## src/rtl/evc_pkg.sv

```systemverilog
// Shared sizing for the gated event counter bank.
// Assumes: all instances of the bank use these values unless overridden.
package evc_pkg;
    parameter int EVC_NCH = 10;   // number of counting channels
    parameter int EVC_CW  = 16;   // width of each channel counter
endpackage

```

## src/rtl/evc_edge_sync.sv

```systemverilog
// Synchronises a vector of asynchronous event inputs and produces a
// one-cycle rise pulse per bit.
// Assumes: each input stays high for at least one clock period.
module evc_edge_sync #(
    parameter int W = 10
) (
    input  logic         clk,
    input  logic         rst_n,
    input  logic [W-1:0] din,
    output logic [W-1:0] rise
);
    logic [W-1:0] meta_q;
    logic [W-1:0] sync_q;
    logic [W-1:0] prev_q;

    // two-flop synchroniser followed by a history register for edge detection
    always_ff @(posedge clk) begin
        if (!rst_n) begin
            meta_q <= '0;
            sync_q <= '0;
            prev_q <= '0;
        end else begin
            meta_q <= din;
            sync_q <= meta_q;
            prev_q <= sync_q;
        end
    end

    // a bit rises when the synchronised value is 1 and was 0 a cycle before
    assign rise = sync_q & ~prev_q;
endmodule

```

## src/rtl/evc_chan_counter.sv

```systemverilog
// One saturating down-counter channel with preset and a sticky overflow flag.
// Assumes: step is already qualified by the shared gate.
module evc_chan_counter #(
    parameter int CW = 16
) (
    input  logic          clk,
    input  logic          rst_n,
    input  logic          preset,
    input  logic          step,
    output logic [CW-1:0] count,
    output logic          ovf
);
    localparam logic [CW-1:0] ALL_ONES = '1;

    // preset wins over a step; at zero the count holds and the flag is set
    always_ff @(posedge clk) begin
        if (!rst_n) begin
            count <= ALL_ONES;
            ovf   <= 1'b0;
        end else if (preset) begin
            count <= ALL_ONES;
            ovf   <= 1'b0;
        end else if (step) begin
            if (count == '0) begin
                ovf <= 1'b1;
            end else begin
                count <= count - 1'b1;
            end
        end
    end
endmodule

```

## src/rtl/evc_read_mux.sv

```systemverilog
// Combinational channel select for the read port.
// Assumes: select values at or above the channel count read as zero.
module evc_read_mux #(
    parameter int NCH  = 10,
    parameter int CW   = 16,
    parameter int SELW = 4
) (
    input  logic [NCH*CW-1:0] cnt_bus,
    input  logic [SELW-1:0]   sel,
    output logic [CW-1:0]     data
);
    // pick the slice whose index matches the select
    always_comb begin
        data = '0;
        for (int i = 0; i < NCH; i++) begin
            if (sel == SELW'(i)) begin
                data = cnt_bus[i*CW +: CW];
            end
        end
    end
endmodule

```

## src/rtl/evc_counter_bank.sv

```systemverilog
// Bank of gated event down-counters with a shared timer enable,
// a preset-all strobe and a selectable read port.
// Assumes: gate_en and preset_wr are synchronous to clk; evt_in is not.
module evc_counter_bank
    import evc_pkg::*;
#(
    parameter int NCH  = EVC_NCH,
    parameter int CW   = EVC_CW,
    parameter int SELW = (NCH > 1) ? $clog2(NCH) : 1
) (
    input  logic            clk,
    input  logic            rst_n,
    input  logic [NCH-1:0]  evt_in,
    input  logic            gate_en,
    input  logic            preset_wr,
    input  logic [SELW-1:0] rd_sel,
    output logic [CW-1:0]   rd_data,
    output logic [NCH-1:0]  ovf_flags
);
    logic [NCH-1:0]    evt_rise;
    logic [NCH-1:0]    evt_step;
    logic [NCH*CW-1:0] cnt_bus;

    evc_edge_sync #(.W(NCH)) u_sync (
        .clk   (clk),
        .rst_n (rst_n),
        .din   (evt_in),
        .rise  (evt_rise)
    );

    // the shared gate qualifies every channel's edge in the same cycle
    assign evt_step = evt_rise & {NCH{gate_en}};

    for (genvar g = 0; g < NCH; g++) begin : g_chan
        evc_chan_counter #(.CW(CW)) u_cnt (
            .clk    (clk),
            .rst_n  (rst_n),
            .preset (preset_wr),
            .step   (evt_step[g]),
            .count  (cnt_bus[g*CW +: CW]),
            .ovf    (ovf_flags[g])
        );
    end

    evc_read_mux #(.NCH(NCH), .CW(CW), .SELW(SELW)) u_mux (
        .cnt_bus (cnt_bus),
        .sel     (rd_sel),
        .data    (rd_data)
    );
endmodule

```

## config.mk

```make
export PLATFORM = sky130hd
export DESIGN_NAME = evc_counter_bank
export DESIGN_NICKNAME = d
export VERILOG_FILES = /design/src/rtl/evc_pkg.sv /design/src/rtl/evc_edge_sync.sv /design/src/rtl/evc_chan_counter.sv /design/src/rtl/evc_read_mux.sv /design/src/rtl/evc_counter_bank.sv
export SDC_FILE = /design/constraint.sdc
export NUM_CORES = 1
export LEC_CHECK = 0
export BUFFER_PORTS_ARGS = -buffer_cell sky130_fd_sc_hd__buf_2
export CAP_MARGIN = 40
export CORE_UTILIZATION = 35
export CTS_CLUSTER_SIZE = 14
export DETAILED_ROUTE_END_ITERATION = 8
export GPL_TIMING_DRIVEN = 0
export PLACE_DENSITY = 0.6
export SLEW_MARGIN = 10
export SYNTH_ARGS = -nofsm -noshare
export SYNTH_HDL_FRONTEND = slang
export SYNTH_SLANG_ARGS = --single-unit
```

## constraint.sdc

```tcl
create_clock -name clk -period 5.7 [get_ports clk]
set_clock_uncertainty 0.2 [all_clocks]
set_input_delay 1.14 -clock clk [delete_from_list [all_inputs] [get_ports clk]]
set_output_delay 1.14 -clock clk [all_outputs]
set_load 0.01 [all_outputs]
```

# == Word level (Yosys, flattened, before mapping) ==
# Cells that the tools add are included.
# totals
word_cells,98
register_bits,200
in_bits,18
output_inout_bits,26
# classes
bitwise_logic,14
muxes,10
addsub,10
reduce_logical,32
n_eq_ne,9
# ops
cell,n
logical NOT 16 bit,10
2-to-1 mux 16 bit,10
subtractor 16 x 1 -> 16 bit (second input constant),10
AND reduction 2 bit,20
bitwise AND 10 bit,2
== test 4 x 3 -> 1 bit (second input constant),4
inverter 1 bit,11
inverter 10 bit,1
== test 4 x 2 -> 1 bit (second input constant),2
== test 4 bit (second input constant),2
== test 4 x 1 -> 1 bit (second input constant),1
logical NOT 4 bit,1
OR reduction 2 bit,1

# == Longest topological paths before layout ==
# depth
ltp_word,11
ltp_mapped,8
depth_no_buf,7

# == Hierarchy ==
# From an unflattened synthesis, not the netlist that was laid out.
# hier_totals
hier_cells,1329
area_unflattened_um2,11202.0
# by_module_without_submodules
mod,cells_each,seq_area_each_um2,instances,area_each_um2
evc_chan_counter,100,340.3,10,853.3
evc_read_mux,246,0.0,1,1727.9
evc_edge_sync,73,600.6,1,878.3
evc_counter_bank,10,0.0,1,62.6

# == Worst setup path after synthesis ==
# No wires, ideal clock.
# synth_path
path_kind,input-to-output
startpoint,input rd_sel[0]
endpoint,output rd_data[2]
arrival_time_ns,2.720
setup_slack_ns,1.640
cell_stages,6
required_time_ns,4.360
cell_sequence,buf_1 > buf_1 > buf_2 > a21boi_0 > a311oi_1 > o21ai_0
# synth_between
elab_chain_len,11
# synth_lines
element,line_no,source
"start, declared",evc_counter_bank.sv:16,"input logic [SELW-1:0] rd_sel,"
logical NOT 4 bit,evc_read_mux.sv:16,if (sel == SELW'(i)) begin
2-to-1 mux 16 bit (9 in series),evc_read_mux.sv:16,
2-to-1 mux 16 bit (*),evc_read_mux.sv:16,
"end, declared",evc_counter_bank.sv:17,"output logic [CW-1:0] rd_data,"
# Mark *: on every way between the ends. The rest lies on a longest branch, timed or not.

# == Worst setup path in the final report ==
# layout_path
startpoint,input rd_sel[0]
endpoint,output rd_data[3]
# Same word-level chain as after synthesis.

==> results.cfg <==
[setup_path]
required_ns = 4.36
ff2ff_setup_slack_ns = 3.08
cp_max_fo = 10
worst_r2r_startpoint = g_chan[6].u_cnt.count[0]
crit_type = in2out
path_cells = buf_2, buf_1, buf_1, mux2i_1, o21ai_0, a2111oi_0, nor3_1, buf_2
cp_slowest_cell = a2111oi_0
rr_endpoint = g_chan[6].u_cnt.count[1]
critical_path.top_delay_family = buffers and inverters
crit_end = rd_data[3]
end_kind = primary output
cp_num_buf_inv = 4
cpPeakStageDelay_ns = 0.83
reg2reg_depth = 7
worstPathArrival_ns = 4.24
path_depth = 8
startpoint = rd_sel[0]
critPathLaunchType = input pin

[placed_design]
hpwl_um = 24800
gp_congestion = 1.03
place_area_sq_mm = 0.0111
io_buffers = 42

[synthesis]
synth_sequential_area_ratio_pct = 38.7
ys_ff_latch = 200
ys.flop_type = dfxtp_1
netlist_area_sq_mm = 0.0103
synth_fp_nets = 1307
synthArstFlopShare_pct = 0
syn_inst = 1279
ys_warn_count = 0
synth_edf_count = 0
yosysUniqueCellTypes = 63
post_synth.cell_area_avg_sq_um = 8.09

[layout]
final_nets = 1382
syn_to_final_growth_pct = 13.7
postLayoutCellArea_sq_mm = 0.0118
antennaDiodeCount = 0
nFillCells = 2998
drive_gt1_share_pct = 8.85

[timing]
worst_pin_slew_ns = 0.881
hold_viol = 0
rsz0062_at_grt = no
fin_crit_sh_pct = 97.8
finalSetupViolations = 0
timing.fmax_mhz = 179
drv_slew = 0
max_slew_margin_pct = 39.8
setup_tns_ns = 0
fin_crit_ns = 5.58

[worst_hold_path]
hold_path.class = reg2reg

[clock_tree]
clk_pin_slew_ns = 0.08
numClockSinks = 200
numCtsBuffers = 17
htree_levels = 4
cts_tree = built
cts_resized = 0
cts_setup_buffers = 0
cts_max_path_buffers = 2
postCtsHoldBufs = 0
clk_latency_ns = 0.45
cts-root-buf = clkbuf_16

[global_route]
grt_pass1_vias = 8802
antenna_found_initial = 0
met2_usage_pct = 32.9
grt_pass1_wl_um = 50300
grt_usage_pct = 21.6
gr-total-overflow = 0
grt_busiest_layer = met2
grt_max_degree = 21
use_met3_pct = 3.72
met1_usage_pct = 30.2

[routing]
drtAntennaViolNets = 0
firstDrtPassIters = 6
wire_per_inst_um = 18.6
routed_wl_um = 32600
drt-vias-per-instance = 5.54
vias = 9692
drc_errors = 0
initialDrtViolationCount = 922

[die]
core_area_sq_mm = 0.0289
rows = 62
top_level_ports = 44
die_y_um = 174
die_w_um = 174
start_util_pct = 35.9
die_area_sq_mm = 0.0303

[power]
leakagePower_nw = 3.88
powerDensity_mw_per_mm2 = 247
ir_drop_uv = 185

[flow_run]
maxCapViolations = 0

[outcome]
status = complete, no violations
synth_stat cells, types with 8 or more instances:
| library cell | count | area (sq um) |
|---|---|---|
| inv_1 | 23 | 86.3 |
| clkbuf_1 | 52 | 195 |
| nor3_1 | 69 | 345 |
| nor4b_1 | 8 | 70.1 |
| nor4_1 | 40 | 250 |
| nand4_1 | 16 | 100 |
| nand2b_1 | 8 | 50.1 |
| nor2b_1 | 19 | 119 |
| a22oi_1 | 15 | 113 |
| o22ai_1 | 15 | 93.8 |
| buf_4 | 10 | 75.1 |
| a211oi_1 | 8 | 60.1 |
| xor2_1 | 37 | 324 |
| a21oi_1 | 48 | 240 |
| or2_2 | 8 | 50.1 |
| nand2_1 | 159 | 597 |
| and2_1 | 39 | 244 |
| ha_1 | 10 | 125 |
| or3_1 | 30 | 188 |
| nor2_1 | 107 | 402 |
| nand3b_1 | 10 | 75.1 |
| o211ai_1 | 8 | 60.1 |
| o21ai_0 | 64 | 320 |
| nand3_1 | 52 | 260 |
| a31oi_1 | 10 | 62.6 |
| mux2i_1 | 17 | 170 |
| and3b_1 | 9 | 78.8 |
| o31ai_1 | 12 | 90.1 |
| or4_1 | 20 | 150 |
| a2111oi_0 | 14 | 123 |
| xnor2_1 | 59 | 517 |
| dfxtp_1 | 200 | 4000 |
final cells by class:
cell class | instances | area (sq um) | area share, %
buffer | 70 | 312 | 2.65
clock buffer | 18 | 439 | 3.73
clock inverter | 14 | 170 | 1.45
inverter | 23 | 86.3 | 0.734
multi-input combinational | 986 | 5940 | 50.5
sequential | 200 | 4000 | 34.0
tap | 384 | 480 | 4.09
timing repair buffer | 56 | 325 | 2.77
cell usage in the layout, fill, tap and decap left out, drive strengths merged, types with 9 or more instances in the layout:
cell / Yosys / final
and2: 39 / 39
inv: 23 / 33
or3: 30 / 30
nand3: 52 / 52
ha: 10 / 10
mux2i: 17 / 17
and3b: 9 / 9
o211ai: 9 / 9
o22ai: 15 / 15
nor4: 42 / 42
a21oi: 48 / 48
xor2: 37 / 37
nor2: 108 / 108
a2111oi: 14 / 14
o21ai: 65 / 65
or4: 21 / 21
buf: 18 / 71
clkbuf: 52 / 70
dfxtp: 200 / 200
a31oi: 10 / 10
nand2: 159 / 159
nor2b: 19 / 19
nor3: 69 / 69
xnor2: 59 / 59
o31ai: 12 / 12
a22oi: 15 / 15
nand3b: 10 / 10
nand4: 16 / 16
stage by stage:
stage	hold slack, ns	utilization, %	power [mW]	setup slack [ns]	std cells
floorplan	0.212	-	1.55	1.64	1279
global placement	0.215	38.2	1.65	0.128	1705
detailed placement	0.218	38.6	1.65	0.224	1717
CTS	0.239	40.7	2.91	0.229	1749
global route	0.247	40.8	2.99	0.0518	1751
finish	0.236	40.8	2.90	0.124	1751
per-layer routing:
metal | vias up | share of wire (%)
li1 | 4757 | -
met1 | 4574 | 47
met2 | 308 | 44
met3 | 53 | 6.5
met4 | 0 | 2.9
met5 | - | 0
worst reg2reg max path: stages (launching register included):
cell	delay (ns)
dfxtp_1	0.38
inv_1	0.08
ha_1	0.19
or4b_2	0.60
nor4_2	0.61
nor2b_1	0.18
nor3_1	0.17
a31oi_1	0.06
worst min-delay path by stage:
| stage | start | to | slack [ns] | depth (start not counted) |
|---|---|---|---|---|
| after floorplan | u_sync.meta_q[0] | u_sync.sync_q[0] | 0.21 | 1 |
| after global placement | u_sync.meta_q[6] | u_sync.sync_q[6] | 0.22 | 1 |
| after detailed placement | u_sync.meta_q[2] | u_sync.sync_q[2] | 0.22 | 1 |
| after CTS | u_sync.meta_q[2] | u_sync.sync_q[2] | 0.24 | 1 |
| after global routing | u_sync.meta_q[7] | u_sync.sync_q[7] | 0.25 | 1 |
| final | u_sync.meta_q[8] | u_sync.sync_q[8] | 0.24 | 1 |
report_power, final:
| group | internal, mW | switching [mW] | total [mW] |
|---|---|---|---|
| Sequential | 1.41 | 0.00482 | 1.41 |
| Combinational | 0.0698 | 0.148 | 0.218 |
| Clock | 0.645 | 0.629 | 1.27 |
cell families after synthesis:
logic type      synth area share (%)
buf+inv                         3.85
compound gates                  14.3
simple gates                    31.6
flops                           38.7
mux                             2.19
fa+ha+maj                       1.21
xor+xnor                        8.13
state kept, by name, summed over array words and instances, names as in the netlist:
name and flops:
g_chan.u_cnt.ovf 10, u_sync.sync_q 10, u_sync.meta_q 10, g_chan.u_cnt.count 160
u_sync.prev_q 10
Power figures use the tool's default switching activity.
